[src/rtl/dtmo_pkg.sv]
package dtmo_pkg;
   localparam int unsigned DTMO_PRESCALE_DEF = 10000;
   localparam int unsigned DTMO_COUNT_W_DEF  = 16;

   typedef enum logic [1:0] {
      SEQ_HOLD  = 2'd0,
      SEQ_STOP  = 2'd1,
      SEQ_LOAD  = 2'd2,
      SEQ_COUNT = 2'd3
   } seq_op_e;
endpackage

[src/rtl/dtmo_prescaler.sv]
module dtmo_prescaler #(
   parameter int unsigned PRESCALE = dtmo_pkg::DTMO_PRESCALE_DEF
) (
   input  logic clk,
   input  logic rst_n,
   output logic tick
);
   localparam int unsigned PW = (PRESCALE > 1) ? $clog2(PRESCALE) : 1;

   generate
      if (PRESCALE == 1) begin : g_bypass
         assign tick = 1'b1;
      end else begin : g_divide
         logic [PW-1:0] phase;
         logic          wrap;

         assign wrap = (phase == PW'(PRESCALE - 1));

         always_ff @(posedge clk or negedge rst_n) begin
            if (!rst_n)    phase <= '0;
            else if (wrap) phase <= '0;
            else           phase <= phase + 1'b1;
         end

         assign tick = wrap;
      end
   endgenerate
endmodule

[src/rtl/dtmo_seq_counter.sv]
module dtmo_seq_counter
   import dtmo_pkg::*;
#(
   parameter int unsigned COUNT_W = DTMO_COUNT_W_DEF
) (
   input  logic               clk,
   input  logic               rst_n,
   input  logic               seq_start,
   input  logic               seq_stop,
   input  logic               tick,
   input  logic [COUNT_W-1:0] limit,
   output logic               busy,
   output logic [COUNT_W-1:0] tick_cnt,
   output logic               hit
);
   localparam logic [COUNT_W-1:0] CNT_MAX = '1;

   seq_op_e            op;
   logic [COUNT_W-1:0] cnt_next;

   assign cnt_next = (tick_cnt == CNT_MAX) ? CNT_MAX : tick_cnt + 1'b1;

   always_comb begin
      if (seq_stop)          op = SEQ_STOP;
      else if (seq_start)    op = SEQ_LOAD;
      else if (busy && tick) op = SEQ_COUNT;
      else                   op = SEQ_HOLD;
   end

   always_ff @(posedge clk or negedge rst_n) begin
      if (!rst_n) begin
         busy     <= 1'b0;
         tick_cnt <= '0;
      end else begin
         case (op)
            SEQ_STOP: begin
               busy     <= 1'b0;
               tick_cnt <= '0;
            end
            SEQ_LOAD: begin
               busy     <= 1'b1;
               tick_cnt <= '0;
            end
            SEQ_COUNT: tick_cnt <= cnt_next;
            default:   tick_cnt <= tick_cnt;
         endcase
      end
   end

   assign hit = (op == SEQ_COUNT) && (cnt_next >= limit);
endmodule

[src/rtl/dtmo_flag_unit.sv]
module dtmo_flag_unit (
   input  logic clk,
   input  logic rst_n,
   input  logic hit,
   input  logic seq_stop,
   input  logic irq_en,
   input  logic flag_clr,
   output logic irq_flag,
   output logic timeout_err
);
   always_ff @(posedge clk or negedge rst_n) begin
      if (!rst_n)        timeout_err <= 1'b0;
      else if (seq_stop) timeout_err <= 1'b0;
      else if (hit)      timeout_err <= 1'b1;
   end

   always_ff @(posedge clk or negedge rst_n) begin
      if (!rst_n)             irq_flag <= 1'b0;
      else if (hit && irq_en) irq_flag <= 1'b1;
      else if (flag_clr)      irq_flag <= 1'b0;
   end
endmodule

[src/rtl/dtmo_monitor.sv]
module dtmo_monitor #(
   parameter int unsigned PRESCALE = dtmo_pkg::DTMO_PRESCALE_DEF,
   parameter int unsigned COUNT_W  = dtmo_pkg::DTMO_COUNT_W_DEF
) (
   input  logic               clk,
   input  logic               rst_n,
   input  logic               seq_start,
   input  logic               seq_end,
   input  logic               seq_abort,
   input  logic [COUNT_W-1:0] limit,
   input  logic               irq_en,
   input  logic               flag_clr,
   output logic               irq_flag,
   output logic               timeout_err
);
   generate
      if (PRESCALE < 1) begin : g_bad_prescale
         $error("dtmo_monitor: PRESCALE must be at least 1");
      end
      if (COUNT_W < 2 || COUNT_W > 32) begin : g_bad_width
         $error("dtmo_monitor: COUNT_W must lie in 2..32");
      end
   endgenerate

   logic               tick;
   logic               seq_stop;
   logic               busy;
   logic [COUNT_W-1:0] tick_cnt;
   logic               hit;

   assign seq_stop = seq_end | seq_abort;

   dtmo_prescaler #(.PRESCALE(PRESCALE)) i_prescaler (
      .clk   (clk),
      .rst_n (rst_n),
      .tick  (tick)
   );

   dtmo_seq_counter #(.COUNT_W(COUNT_W)) i_seq_counter (
      .clk       (clk),
      .rst_n     (rst_n),
      .seq_start (seq_start),
      .seq_stop  (seq_stop),
      .tick      (tick),
      .limit     (limit),
      .busy      (busy),
      .tick_cnt  (tick_cnt),
      .hit       (hit)
   );

   dtmo_flag_unit i_flag_unit (
      .clk         (clk),
      .rst_n       (rst_n),
      .hit         (hit),
      .seq_stop    (seq_stop),
      .irq_en      (irq_en),
      .flag_clr    (flag_clr),
      .irq_flag    (irq_flag),
      .timeout_err (timeout_err)
   );
endmodule

[config.mk]
export PLATFORM = sky130hd
export DESIGN_NAME = dtmo_monitor
export DESIGN_NICKNAME = d
export VERILOG_FILES = /design/src/rtl/dtmo_pkg.sv /design/src/rtl/dtmo_prescaler.sv /design/src/rtl/dtmo_seq_counter.sv /design/src/rtl/dtmo_flag_unit.sv /design/src/rtl/dtmo_monitor.sv
export SDC_FILE = /design/constraint.sdc
export NUM_CORES = 1
export LEC_CHECK = 0
export ABC_CLOCK_PERIOD_IN_PS = 5600
export BUFFER_PORTS_ARGS = -buffer_cell sky130_fd_sc_hd__buf_2
export CORE_MARGIN = 3
export CORE_UTILIZATION = 39
export CTS_BUF_LIST = sky130_fd_sc_hd__clkbuf_4 sky130_fd_sc_hd__clkbuf_8 sky130_fd_sc_hd__clkbuf_16
export DETAILED_ROUTE_END_ITERATION = 12
export GPL_ROUTABILITY_DRIVEN = 0
export PLACE_DENSITY = 0.64
export SYNTH_ARGS = -nofsm -noshare
export SYNTH_HDL_FRONTEND = slang
export SYNTH_SLANG_ARGS = --single-unit
[constraint.sdc]
create_clock -name clk -period 5.6 [get_ports clk]
set_input_delay 0.28 -clock clk [delete_from_list [all_inputs] [get_ports clk]]
set_output_delay 0.28 -clock clk [all_outputs]
set_load 0.005 [all_outputs]
After elaboration in Yosys (flattened, before gate mapping)
Index checks and enable logic that the tools add are counted.
{"block": "word_totals", "input_bits": 23, "ff_bits": 33, "word_cells": 33, "out_inout_bits": 2}
{"block": "classes", "bitwise": 1, "mux": 11, "magnitude_cmp": 1, "n_eq_ne": 5, "n_reduce_logical": 8, "add_sub_neg": 2}
{"cell": "16-bit case mux with 2 select lines", "count": 1}
{"cell": "16-bit by 1-bit adder with 16-bit output (second input constant)", "count": 1}
{"cell": "16-bit == test (second input constant)", "count": 1}
{"cell": "16-bit greater-or-equal comparator", "count": 1}
{"cell": "16-bit two-way mux", "count": 1}
{"cell": "14-bit by 1-bit adder with 14-bit output (second input constant)", "count": 1}
{"cell": "14-bit == test (second input constant)", "count": 1}
{"cell": "14-bit two-way mux", "count": 1}
{"cell": "2-bit nonzero test", "count": 4}
{"cell": "2-bit two-way mux", "count": 3}
{"cell": "2-bit == test (second input constant)", "count": 2}
{"cell": "1-bit two-way mux", "count": 4}
{"cell": "1-bit logical AND", "count": 3}
{"cell": "2-bit by 1-bit == test with 1-bit output (second input constant)", "count": 1}
{"cell": "1-bit case mux with 2 select lines", "count": 1}
{"cell": "2-bit OR reduction", "count": 1}
{"cell": "1-bit bitwise OR", "count": 1}

Longest topological paths before layout
{"block": "logic_depth", "word_depth": 9, "ltp_mapped": 12, "mapped_depth_nobuf": 11}

By module
A second synthesis with hierarchy kept.
{"block": "unflattened", "cells_unflattened": 266, "area_unflattened_um2": 2333.5}
{"module": "dtmo_seq_counter", "cells_per_inst": 196, "area_each_um2": 1585.3, "instances": 1}
{"module": "dtmo_prescaler", "cells_per_inst": 62, "area_each_um2": 668.1, "instances": 1}
{"module": "dtmo_flag_unit", "cells_per_inst": 7, "area_each_um2": 73.8, "instances": 1}
{"module": "dtmo_monitor", "cells_per_inst": 1, "area_each_um2": 6.3, "instances": 1}

Least setup slack after synthesis
No wires, ideal clock.
{"block": "synth_timing", "kind": "register to register", "startpoint": "reg i_seq_counter.tick_cnt[0]", "endpoint": "reg i_flag_unit.irq_flag", "t_arrival_ns": 2.874, "slack_ns": 2.644, "period_less_slack_ns": 2.956, "path_stages_with_launch": 12, "n_path_buf": 1, "setup_ns": 0.082, "cell_sequence": "dfrtp_1 -> ha_1 -> nand3_1 -> or4_1 -> buf_2 -> or2_4 -> and2_1 -> ha_1 -> o211ai_1 -> a2111oi_0 -> o2111ai_1 -> a31oi_1"}
{"block": "synth_between", "elab_chain_len": 6}
{"item": "from (decl)", "line_no": "dtmo_seq_counter.sv:13", "text": "output logic [COUNT_W-1:0] tick_cnt,"}
{"item": "from (signal assigned)", "line_no": "dtmo_seq_counter.sv:44", "text": "SEQ_COUNT: tick_cnt <= cnt_next;"}
{"item": "from (signal assigned)", "line_no": "dtmo_seq_counter.sv:45", "text": "default: tick_cnt <= tick_cnt;"}
{"item": "16-bit by 1-bit adder with 16-bit output or 16-bit == test (tied branches)", "line_no": "dtmo_seq_counter.sv:21", "text": "assign cnt_next = (tick_cnt == CNT_MAX) ? CNT_MAX : tick_cnt + 1'b1;"}
{"item": "16-bit two-way mux (*)", "line_no": "dtmo_seq_counter.sv:21"}
{"item": "16-bit greater-or-equal comparator (*)", "line_no": "dtmo_seq_counter.sv:50", "text": "assign hit = (op == SEQ_COUNT) && (cnt_next >= limit);"}
{"item": "1-bit logical AND (*)", "line_no": "dtmo_seq_counter.sv:50"}
{"item": "1-bit logical AND (*)", "line_no": "dtmo_flag_unit.sv:19", "text": "else if (hit && irq_en) irq_flag <= 1'b1;"}
{"item": "1-bit two-way mux or 2-bit nonzero test (tied branches)"}
{"item": "to (signal assigned)", "line_no": "dtmo_flag_unit.sv:18", "text": "if (!rst_n) irq_flag <= 1'b0;"}
{"item": "to (signal assigned)", "line_no": "dtmo_flag_unit.sv:19"}
{"item": "to (signal assigned)", "line_no": "dtmo_flag_unit.sv:20", "text": "else if (flag_clr) irq_flag <= 1'b0;"}
{"item": "to (decl)", "line_no": "dtmo_flag_unit.sv:8", "text": "output logic irq_flag,"}
Mark *: on every way between the ends. The rest lies on a longest branch, timed or not.
A chain may end at the register's enable or synchronous reset.

Final worst setup path
Same ends and word-level chain as after synthesis.

==> out/results.md <==
| Step | Result | This run |
|---|---|---|
| power | Static leakage | 1.40 nW |
| sta | Setup repair after global routing missed its margin | no |
| floorplan | Starting density of the core | 41.5% |
| layout | Most frequent cells in the layout | nand2_1, dfrtp_1, nor2_1 |
| place | Port Buf Inserts | 24 |
| cts | Clock insertion delay at the later pin of the skew report | 290 ps |
| power | Overall power of the completed layout | 0.492 mW |
| sta | Shortest clock period the worst path allows after layout | 3660 ps |
| worst setup path | Required @ worst endpoint | 5810 ps |
| grt | Global-route track usage on met1 | 21.2% |
| layout | Multi-input combinational cell area | 0.00142 mm² |
| grt | Total GRT Usage | 14.9% |
| cts | Quantity of hold-fixing buffers added after cts | 0 |
| layout | P&R area growth vs syn | 12.0% |
| power | Power Internal | 0.382 mW |
| yosys | Number of standard cells after synthesis | 269 |
| detailed routing | Number of search-and-repair iterations in the first detailed-routing pass | 4 |
| floorplan | Width of the die | 83.7 µm |
| power | Pwr dens | 186 mW/mm² |
| worst setup path | Worst r2r src | i_seq_counter.tick_cnt[0] |
| cts | Root buffer selected by CTS | clkbuf_8 |
| grt | Pin count of the biggest net entering global routing | 34 |
| cts | Level count of the clock H-tree | 2 |
| layout | Share of layout cells above drive strength 1 | 17.7% |
| hold path | Kind of path behind the tightest hold check | input pin to asynchronous set/reset pin |
| detailed routing | Number of nets with antenna violations after routing | 0 |
| cts | Number of gates resized after CTS | 0 |
| cts | Clock Pin Slew Worst Setup and Hold Paths | 80 ps |
| yosys | Netlist cell types | 50 |
| power | Part of the total power dissipated in the clock network | 46.5% |
| floorplan | Die extent in y | 83.7 µm |
| worst setup path | Instance count on the critical path | 10 |
| grt | Most utilized layer in the global route result | met2 |
| sta | Final Setup Violations | 0 |
| worst setup path | Cell with the largest stage delay on the worst path | or4_1 |
| worst setup path | Highest cell delay on the worst timing path | 710 ps |
| cts | Maximum buffer depth of the clock tree | 2 |
| yosys | Netlist area before placement | 0.00236 mm² |
| sta | Period utilization | 65.4% |
| layout | Net count, final | 334 |
| job | Reported max-cap violation count | 0 |
| sta | Timing-limited maximum frequency | 273 MHz |
| layout | Leading cell type in the layout, fill and taps excluded | nand2_1 |
| sta | Pins Over Slew Limit | 0 |
| worst setup path | Critical path data arrival time | 3870 ps |
| sta | Slew at the pin with the worst max-slew slack | 763 ps |
| layout | Number of filler instances in the final layout | 566 |
| floorplan | Placeable core region | 0.00568 mm² |
| worst setup path | Kind of capture point of the worst setup path | register |
| detailed routing | Total Wirelength | 5000 µm |
| cts | Clock tree from TritonCTS | done |
| layout | Ant diodes | 0 |
| grt | Global route overflow | 0 |
| cts | TritonCTS buffer count | 5 |
| floorplan | Top-level port count | 25 |
| place | Half-perimeter wire length after placement | 3730 µm |
| status | Status | finished, final reports clean |
| grt | Wire length of the first global-routing pass | 8610 µm |
| worst setup path | Category of the most critical setup path | register to register |
| yosys | Syn. warnings | 0 |
| detailed routing | DR vias/cell | 5.31 |
| yosys | Post-synth EDFFs | 0 |
| worst setup path | Largest delay share family, worst path | simple AND/OR/NAND/NOR gates |
| cts | Sink Count | 33 |
| sta | Worst clock skew | 8.95 ps |
| yosys | FFs w/ async S/R, synth | 100% |
| grt | Vias in the first global route | 1878 |
| detailed routing | DR WL/cell | 13.7 µm |
| floorplan | Area of the die | 0.00701 mm² |
| grt | Initial antenna violation count | 0 |
| detailed routing | DRC Markers | 0 |
| worst setup path | Critical Path Most Common Cell | ha_1 |
| yosys | Mapped Nets | 310 |
| floorplan | Site row count | 27 |
| detailed routing | Count of vias placed by the detailed router | 1942 |
| worst setup path | Startpoint of the most critical setup path | i_seq_counter.tick_cnt[0] |
| power | Share of power burned in registers | 48.5% |
| grt | Met2 GRT Util | 22.6% |
| cts | Number of setup buffers added after CTS | 0 |
| sta | Setup TNS after final layout | 0 ps |
| worst setup path | Reg-to-reg setup timing slack | 1940 ps |
| layout | Sequential cell area | 826 µm² |
| worst setup path | Reg2reg end | i_flag_unit.irq_flag |
| layout | Final standard cell count with taps included and fillers excluded | 366 |
| worst setup path | Worst reg-to-reg path cell count | 10 |
| power | Comb power frac | 5.0% |
| yosys | Fraction of the yosys area taken by sequential cells | 35.0% |
| worst setup path | Cell Chain, Critical Path | ha_1 > nand3_1 > or4_1 > or2_4 > and2_1 > ha_1 > o211ai_1 > a2111oi_0 > o2111ai_1 > a31oi_1 |
| worst setup path | Buffers & Inverters on Critical Path | 0 |
| place | Dpl cells | 358 |
| yosys | Ys flop type | dfrtp_1 |
| sta | Max-Slew Margin vs Limit | 49.2% |
| worst setup path | CP endpoint | i_flag_unit.irq_flag |
| yosys | #FFs+latches synth | 33 |
| sta | Hold violation total from the final report | 0 |
| yosys | Syn avg cell area | 8.76 µm² |
| sta | Worst slack on hold paths | 54.9 ps |
| power | Proportion of total power due to net switching | 22.5% |
| worst setup path | Largest driver fanout on the critical path | 14 |
| power | VDD IR-drop max | 0.147 mV |
| power | Switching power summed over all nets | 0.111 mW |
| worst setup path | Launching element type of the critical path | register |
| detailed routing | Detailed router's first-iteration violation count | 85 |
| grt | Global-route met3 utilization | 2.17% |
[power by group through the flow]
stage,combinational [mW],clock (mW),sequential (mW)
floorplan,0.00970,0,0.244
global placement,0.0249,0,0.244
detailed placement,0.0254,0,0.244
CTS,0.0256,0.237,0.239
global route,0.0290,0.246,0.239
finish,0.0247,0.229,0.239
[metal layers]
layer  wire length, µm  up-vias  part of all wire (%)
li1                  -     1001                     -
met1              2660      916                    53
met2              2150       20                    43
met3               116        5                   2.3
met4                72        0                   1.4
met5                 0        -                     0
[synthesized netlist by cell type (2+ instances only)]
cell      instances  area, µm²
ha_1             18        225
dfrtp_1          33        826
and3_1            8       50.1
and4_1            4       35.0
o21ai_1           8       40.0
nand2b_1          2       12.5
and2_1            5       31.3
nand3_1          10       50.1
xor2_1           13        114
o21ai_0           8       40.0
o21a_1            4       30.0
nor2_1           29        109
o211ai_1          3       22.5
nand2_2           2       12.5
a31oi_1           2       12.5
a21oi_1           8       40.0
o211ai_2          8        100
buf_2             3       15.0
inv_1            17       63.8
buf_6             2       22.5
nand4_1           7       43.8
nor3_1            5       25.0
nand2_1          38        143
xnor2_1           6       52.6
[flip-flops by register name, indices dropped and copies added (netlist names)]
name	flops
i_flag_unit.irq_flag	1
i_flag_unit.timeout_err	1
i_prescaler.g_divide.phase	14
i_seq_counter.busy	1
i_seq_counter.tick_cnt	16
[worst min-delay path by stage]
| stage | from | to | slack (ps) | cells after the start |
|---|---|---|---|---|
| finish | rst_n | i_flag_unit.irq_flag | 50 | 1 |
| global route | rst_n | i_flag_unit.irq_flag | 120 | 1 |
| CTS | rst_n | i_flag_unit.irq_flag | 80 | 1 |
| detailed placement | rst_n | i_flag_unit.irq_flag | 400 | 1 |
| global placement | rst_n | i_flag_unit.irq_flag | 400 | 1 |
| floorplan | rst_n | i_flag_unit.irq_flag | -20 | 0 |
[cells by family (layout without fill, tap and decap cells)]
| family | after synthesis | after routing | synth area share, % |
|---|---|---|---|
| compound gates | 53 | 53 | 17.1 |
| flops | 33 | 33 | 35.0 |
| fa+ha+maj | 18 | 18 | 9.55 |
| simple gates | 120 | 120 | 25.8 |
| mux | 1 | 1 | 0.425 |
| xor+xnor | 19 | 19 | 7.06 |
| buf+inv | 25 | 50 | 4.99 |
[area by class of cell]
type / instances / share of cell area, %
multi-input combinational: 211 / 53.7
timing repair buffer: 25 / 4.83
clock buffer: 5 / 2.61
sequential: 33 / 31.3
tap: 72 / 3.41
clock inverter: 3 / 1.75
inverter: 17 / 2.42
[metrics by stage]
| step | area [µm²] | setup WS [ps] | utilization, % |
|---|---|---|---|
| 2_1_floorplan | 2360 | 2640 | - |
| 3_3_place_gp | 2530 | 2070 | 44.5 |
| 3_5_place_dp | 2530 | 1950 | 44.5 |
| 4_1_cts | 2640 | 1930 | 46.5 |
| 5_1_grt | 2640 | 1780 | 46.5 |
| 6_report | 2640 | 1940 | 46.5 |
(Power assumes the default switching activity.)
